==> src/rtl/int_alu_pkg.sv <==
package int_alu_pkg;

  localparam int OPC_W = 6;
  localparam int FN_W  = 6;

  // primary opcodes
  localparam logic [OPC_W-1:0] OPC_REG  = 6'd0;
  localparam logic [OPC_W-1:0] OPC_ADDI = 6'd8;
  localparam logic [OPC_W-1:0] OPC_SLTI = 6'd10;
  localparam logic [OPC_W-1:0] OPC_ANDI = 6'd12;
  localparam logic [OPC_W-1:0] OPC_ORI  = 6'd13;
  localparam logic [OPC_W-1:0] OPC_XORI = 6'd14;
  localparam logic [OPC_W-1:0] OPC_LUI  = 6'd15;

  // function codes under OPC_REG
  localparam logic [FN_W-1:0] FN_ADD = 6'd32;
  localparam logic [FN_W-1:0] FN_SUB = 6'd34;
  localparam logic [FN_W-1:0] FN_AND = 6'd36;
  localparam logic [FN_W-1:0] FN_OR  = 6'd37;
  localparam logic [FN_W-1:0] FN_XOR = 6'd38;
  localparam logic [FN_W-1:0] FN_NOR = 6'd39;
  localparam logic [FN_W-1:0] FN_SLT = 6'd42;

  typedef enum logic [3:0] {
    K_NONE, K_ADD, K_SUB, K_AND, K_OR, K_XOR, K_NOR, K_SLT, K_LUI
  } alu_kind_e;

  typedef enum logic [1:0] {
    BSRC_REG, BSRC_SEXT, BSRC_ZEXT
  } bsrc_e;

  typedef struct packed {
    alu_kind_e kind;
    bsrc_e     bsrc;
    logic      ill;
  } dec_t;

endpackage

==> src/rtl/alu_decode.sv <==
module alu_decode
  import int_alu_pkg::*;
(
  input  logic [OPC_W-1:0] opcode,
  input  logic [FN_W-1:0]  funct,
  output dec_t             dec
);

  always_comb begin
    dec.kind = K_NONE;
    dec.bsrc = BSRC_REG;
    dec.ill  = 1'b0;
    unique case (opcode)
      OPC_REG: begin
        unique case (funct)
          FN_ADD:  dec.kind = K_ADD;
          FN_SUB:  dec.kind = K_SUB;
          FN_AND:  dec.kind = K_AND;
          FN_OR:   dec.kind = K_OR;
          FN_XOR:  dec.kind = K_XOR;
          FN_NOR:  dec.kind = K_NOR;
          FN_SLT:  dec.kind = K_SLT;
          default: dec.ill  = 1'b1;
        endcase
      end
      OPC_ADDI: begin dec.kind = K_ADD; dec.bsrc = BSRC_SEXT; end
      OPC_SLTI: begin dec.kind = K_SLT; dec.bsrc = BSRC_SEXT; end
      OPC_ANDI: begin dec.kind = K_AND; dec.bsrc = BSRC_ZEXT; end
      OPC_ORI:  begin dec.kind = K_OR;  dec.bsrc = BSRC_ZEXT; end
      OPC_XORI: begin dec.kind = K_XOR; dec.bsrc = BSRC_ZEXT; end
      OPC_LUI:  begin dec.kind = K_LUI; dec.bsrc = BSRC_ZEXT; end
      default:  dec.ill = 1'b1;
    endcase
  end

endmodule

==> src/rtl/alu_operand.sv <==
module alu_operand
  import int_alu_pkg::*;
#(
  parameter int XLEN  = 32,
  parameter int IMM_W = 16
) (
  input  logic [XLEN-1:0]  reg_b,
  input  logic [IMM_W-1:0] imm,
  input  bsrc_e            bsrc,
  output logic [XLEN-1:0]  opnd_b
);

  localparam int PAD_W = XLEN - IMM_W;

  logic [XLEN-1:0] imm_s;
  logic [XLEN-1:0] imm_z;

  generate
    if (PAD_W > 0) begin : g_pad
      assign imm_s = {{PAD_W{imm[IMM_W-1]}}, imm};
      assign imm_z = {{PAD_W{1'b0}}, imm};
    end else begin : g_trunc
      assign imm_s = imm[XLEN-1:0];
      assign imm_z = imm[XLEN-1:0];
    end
  endgenerate

  always_comb begin
    unique case (bsrc)
      BSRC_SEXT: opnd_b = imm_s;
      BSRC_ZEXT: opnd_b = imm_z;
      default:   opnd_b = reg_b;
    endcase
  end

endmodule

==> src/rtl/alu_exec.sv <==
module alu_exec
  import int_alu_pkg::*;
#(
  parameter int XLEN  = 32,
  parameter int IMM_W = 16
) (
  input  alu_kind_e        kind,
  input  logic [XLEN-1:0]  opnd_a,
  input  logic [XLEN-1:0]  opnd_b,
  input  logic [IMM_W-1:0] imm,
  output logic [XLEN-1:0]  result,
  output logic             ovf
);

  localparam int MSB   = XLEN - 1;
  localparam int LOW_W = XLEN - IMM_W;

  logic [XLEN-1:0] sum;
  logic [XLEN-1:0] diff;
  logic [XLEN-1:0] upper;
  logic            add_ovf;
  logic            sub_ovf;
  logic            lt;

  assign sum  = opnd_a + opnd_b;
  assign diff = opnd_a - opnd_b;

  // same-sign inputs whose sum flips sign
  assign add_ovf = (opnd_a[MSB] == opnd_b[MSB]) && (sum[MSB] != opnd_a[MSB]);
  // mixed-sign inputs whose difference takes the subtrahend's sign
  assign sub_ovf = (opnd_a[MSB] != opnd_b[MSB]) && (diff[MSB] != opnd_a[MSB]);
  assign lt      = $signed(opnd_a) < $signed(opnd_b);

  generate
    if (LOW_W > 0) begin : g_up
      assign upper = {imm, {LOW_W{1'b0}}};
    end else begin : g_up_trunc
      assign upper = imm[IMM_W-1 -: XLEN];
    end
  endgenerate

  always_comb begin
    unique case (kind)
      K_ADD:   result = sum;
      K_SUB:   result = diff;
      K_AND:   result = opnd_a & opnd_b;
      K_OR:    result = opnd_a | opnd_b;
      K_XOR:   result = opnd_a ^ opnd_b;
      K_NOR:   result = ~(opnd_a | opnd_b);
      K_SLT:   result = {{(XLEN-1){1'b0}}, lt};
      K_LUI:   result = upper;
      default: result = '0;
    endcase
  end

  always_comb begin
    unique case (kind)
      K_ADD:   ovf = add_ovf;
      K_SUB:   ovf = sub_ovf;
      default: ovf = 1'b0;
    endcase
  end

endmodule

==> src/rtl/int_alu_core.sv <==
module int_alu_core
  import int_alu_pkg::*;
#(
  parameter int XLEN  = 32,
  parameter int IMM_W = 16
) (
  input  logic             clk,
  input  logic             rst_n,
  input  logic             in_valid,
  output logic             in_ready,
  input  logic [5:0]       in_opcode,
  input  logic [5:0]       in_funct,
  input  logic [XLEN-1:0]  in_a,
  input  logic [XLEN-1:0]  in_b,
  input  logic [IMM_W-1:0] in_imm,
  output logic             out_valid,
  input  logic             out_ready,
  output logic [XLEN-1:0]  res_data,
  output logic             res_we,
  output logic             res_ovf,
  output logic             res_illegal
);

  dec_t            dec;
  logic [XLEN-1:0] opnd_b;
  logic [XLEN-1:0] alu_res;
  logic            alu_ovf;
  logic            take;

  alu_decode u_dec (
    .opcode (in_opcode),
    .funct  (in_funct),
    .dec    (dec)
  );

  alu_operand #(.XLEN(XLEN), .IMM_W(IMM_W)) u_opnd (
    .reg_b  (in_b),
    .imm    (in_imm),
    .bsrc   (dec.bsrc),
    .opnd_b (opnd_b)
  );

  alu_exec #(.XLEN(XLEN), .IMM_W(IMM_W)) u_exec (
    .kind   (dec.kind),
    .opnd_a (in_a),
    .opnd_b (opnd_b),
    .imm    (in_imm),
    .result (alu_res),
    .ovf    (alu_ovf)
  );

  assign in_ready = !out_valid || out_ready;
  assign take     = in_valid && in_ready;

  always_ff @(posedge clk or negedge rst_n) begin
    if (!rst_n) begin
      out_valid   <= 1'b0;
      res_data    <= '0;
      res_we      <= 1'b0;
      res_ovf     <= 1'b0;
      res_illegal <= 1'b0;
    end else if (take) begin
      out_valid   <= 1'b1;
      res_data    <= alu_res;
      res_we      <= !dec.ill && !alu_ovf;
      res_ovf     <= alu_ovf;
      res_illegal <= dec.ill;
    end else if (out_ready) begin
      out_valid   <= 1'b0;
    end
  end

endmodule

==> config.mk <==
export PLATFORM = sky130hd
export DESIGN_NAME = int_alu_core
export DESIGN_NICKNAME = d
export VERILOG_FILES = /design/src/rtl/int_alu_pkg.sv /design/src/rtl/alu_decode.sv /design/src/rtl/alu_operand.sv /design/src/rtl/alu_exec.sv /design/src/rtl/int_alu_core.sv
export SDC_FILE = /design/constraint.sdc
export NUM_CORES = 1
export LEC_CHECK = 0
export ABC_CLOCK_PERIOD_IN_PS = 3500
export BUFFER_PORTS_ARGS = -buffer_cell sky130_fd_sc_hd__buf_4
export CAP_MARGIN = 20
export CORE_MARGIN = 8
export CORE_UTILIZATION = 36
export DETAILED_ROUTE_END_ITERATION = 12
export RECOVER_POWER = 25
export SLEW_MARGIN = 40
export SYNTH_ARGS = -nofsm -noshare
export SYNTH_HDL_FRONTEND = slang
export SYNTH_SLANG_ARGS = --single-unit
==> constraint.sdc <==
create_clock -name clk -period 3.5 [get_ports clk]
set_input_delay 0.35 -clock clk [delete_from_list [all_inputs] [get_ports clk]]
set_output_delay 0.35 -clock clk [all_outputs]
set_load 0.05 [all_outputs]
==> run_results.csv <==
group,metric,value,unit
clocking,cts-root-buf,"clkbuf_16",
clocking,ctsLongestPathBuffers,2,
setup_path,critPathKind,"primary input to flip-flop",
die,io_pins,133,
yosys,ys_async_sr_fraction,1.00,
yosys,netlist_area,7390,um2
min_path,min_path_type,"primary input to flip-flop",
sta,fmax,227,MHz
sta,fin_skew,0.00638,ns
setup_path,critical-path-top-cell-by-count,"or3_4",
power_and_ir_drop,power_switching_share,0.442,
yosys,yosysWarnings,0,
power_and_ir_drop,power_frac_clock,0.159,
placement,dp_worst_setup_slack,-1.48,ns
setup_path,arrival,4.62,ns
power_and_ir_drop,p_leak,5.90,nW
power_and_ir_drop,switchingPower,0.00134,W
clocking,insertion_delay,0.30,ns
drt,avgViaCountPerCell,5.82,
die,start_util,0.366,
clocking,path_clk_slew,0.07,ns
final_layout,nFillCells,1839,
power_and_ir_drop,power.internal,0.00170,W
drt,firstDrtPassIters,5,
final_layout,layout.nets,1647,
yosys,ys_seq_elements,36,
setup_path,crit_start,"in_opcode[0]",
clocking,cts.sinks,36,
setup_path,critPathSlowestCell,"or3_4",
power_and_ir_drop,ir_worst_vdd,0.167,mV
setup_path,cp-end-kind,"flip-flop",
setup_path,path_cells,"buf_6 -> or3_4 -> or3_4 -> ha_4 -> nor2_4 -> buf_12 -> buf_8 -> a22o_4 -> inv_4 -> fa_2 -> nor2b_4 -> o211ai_1 -> a31o_1 -> o31a_1 -> o41ai_2 -> buf_4 -> nand4_1 -> a21o_1 -> a32o_1 -> a31oi_1",
yosys,yosysSeqAreaShare,0.122,
yosys,yosys.area.top_type,"ha_1",
sta,hold_viol_final,0,
setup_path,r2r-end,"res_data[26]",
setup_path,r2r-start,"out_valid",
drt,wl,37.0,mm
setup_path,critPathCapture,"res_data[28]",
clocking,cts_tree,"built",
clocking,cts_buffers,5,
grt,antenna_found_initial,0,
drt,wl_per_cell,21.6,um
run_status,violations,"max-capacitance violations, max-slew violations, negative setup slack",
run_status,status,"finished with violations",
die,rows,52,
setup_path,path_max_fanout,8,
grt,grt_overflow,0,
sta,fin_ws,-0.898,ns
die,dieArea,25400,um2
setup_path,worst_path_largest_cell_delay,0.39,ns
yosys,synth_flop_cell,"dfrtp_1",
placement,port_buffers,132,
final_layout,num_antenna_cells,0,
sta,setup_viol,30,
yosys,synth_cells,1028,
run,cap_violations,1,
placement,gp_congestion,0.992,
final_layout,layout-drive-gt1-share,0.455,
drt,drt_iter0_markers,740,
sta,worst_pin_slew,2.36,ns
power_and_ir_drop,power.density,243,nW/um2
setup_path,r2r_cells,8,
yosys,synth_edf_count,0,
sta,drv_slew,37,
yosys,syn_area_per_cell,7.19,um2
yosys,yosysUniqueCellTypes,85,
drt,vias,9991,
setup_path,regToRegSetupSlack,1.26,ns
die,die_w,159,um
grt,grt_start_max_net_pins,37,
grt,grt_usage,0.277,
placement,dp_hpwl,28.7,mm
final_layout,layout_common_cells,"435 x buf_4, 93 x nor2_1, 90 x inv_1",
sta,fin_crit,4.40,ns
sta,fin_crit_sh,1.26,
final_layout,mostFrequentLayoutCell,"buf_4",
setup_path,critical_path_required,3.72,ns
power_and_ir_drop,p_seq_frac,0.149,
sta,slew_headroom,-0.573,
grt,grt_pass1_wl,55.9,mm
drt,antenna_left,0,
grt,grt_pass1_vias,10040,
yosys,synth_top_cell_area_share,0.174,
sta,hold_ws,0.249,ns
die,die_h,159,um
yosys,synth.area.top_cells,"ha_1 17%, dfrtp_1 12%, a21oi_1 6.6%, nor2_1 5.3%, inv_1 5.3%",
sta,rsz0062_at_grt,"yes",
yosys,syn_nets,1229,
setup_path,cp-start-kind,"primary input",
die,fp.coreArea,20200,um2
power_and_ir_drop,p_comb_frac,0.691,
clocking,h-tree-depth,2,
drt,route.detailed.drc,0,
final_layout,area_growth,69.2,%
-- routing by layer --
metal / wire length (um) / up-vias / track usage
li1: - / 4686 / -
met1: 14600 / 4753 / 0.320
met2: 17700 / 431 / 0.476
met3: 2580 / 121 / 0.0514
met4: 2120 / 0 / 0.151
met5: 0 / - / 0
-- how the worst min path moves through the flow --
stage / from / endpoint / slack (ns) / depth (start not counted)
floorplan: rst_n / out_valid / 0.05 / 0
global placement: rst_n / res_data[1] / 0.37 / 1
detailed placement: rst_n / res_data[9] / 0.38 / 1
CTS: rst_n / res_data[9] / 0.06 / 1
global route: in_valid / out_valid / 0.26 / 2
finish: in_valid / out_valid / 0.25 / 2
-- synth_stat cells, types with 9 or more instances --
master / count
a211oi_1: 17
a21o_1: 21
a21oi_1: 98
a221o_1: 16
a221oi_1: 25
a222oi_1: 9
a22o_1: 23
a31oi_1: 13
buf_2: 20
clkbuf_1: 35
dfrtp_1: 36
ha_1: 103
inv_1: 104
nand2_1: 69
nand2b_1: 14
nand3_1: 15
nor2_1: 105
nor3_1: 21
o211ai_1: 13
o21a_1: 25
o21ai_0: 39
o21ai_1: 21
o21bai_1: 9
o221ai_1: 12
o31ai_1: 14
-- power by group through the flow --
stage	Sequential (W)	Combinational, W	Clock, W
2_1_floorplan	0.000525	0.000866	0
3_5_place_dp	0.000461	0.00178	0
5_1_grt	0.000455	0.00225	0.000502
6_report	0.000454	0.00210	0.000484
3_3_place_gp	0.000461	0.00177	0
4_1_cts	0.000454	0.00198	0.000490
-- critical path: cells and delay by family --
kind | cells | cell delay [ns]
and+or+nand+nor | 5 | 1.17
buffers and inverters | 5 | 0.62
AOI/OAI and AO/OA | 8 | 1.91
adders and majority gates | 2 | 0.54
-- metrics by stage --
stage,instances,TNS (ns),total power (W),util,cell area (um2)
floorplan,1028,-20.07,0.00139,-,7740
global placement,1681,-33.09,0.00223,0.553,11100
detailed placement,1681,-35.33,0.00224,0.553,11100
CTS,1707,-15.31,0.00293,0.599,12100
global route,1717,-20.47,0.00320,0.620,12500
finish,1717,-16.88,0.00304,0.620,12500
-- state kept, by name, summed over array words and instances (netlist names) --
register / cells
res_data: 32
out_valid: 1
res_illegal: 1
res_ovf: 1
res_we: 1
-- kinds of logic (layout without fill, tap and decap cells) --
| logic type | count (synthesis) | in the layout | synth area share |
|---|---|---|---|
| adders and majority gates | 105 | 105 | 0.180 |
| AOI/OAI and AO/OA | 421 | 421 | 0.409 |
| and+or+nand+nor | 291 | 291 | 0.189 |
| muxes | 1 | 1 | 0.00135 |
| buffers and inverters | 165 | 584 | 0.0887 |
| xor gates and xnor gates | 9 | 9 | 0.0107 |
| DFF | 36 | 36 | 0.122 |
-- what timing repair did --
action / CTS / global route
pin swaps: 47 / 45
resized for setup: 122 / 63
endpoints found under the setup margin: 32 / 32
gates cloned: 0 / 1
hold buffers: 0 / 0
setup buffers: 18 / 11
-- final cells by class --
type / instances / area, um2 / area share
clock inverter: 3 / 18.8 / 0.00150
clock buffer: 5 / 125 / 0.0100
timing repair buffer: 470 / 3750 / 0.300
multi-input combinational: 827 / 6950 / 0.556
tap: 270 / 338 / 0.0270
sequential: 36 / 901 / 0.0721
inverter: 106 / 418 / 0.0334
No activity file was read; power rests on OpenSTA's default activity.
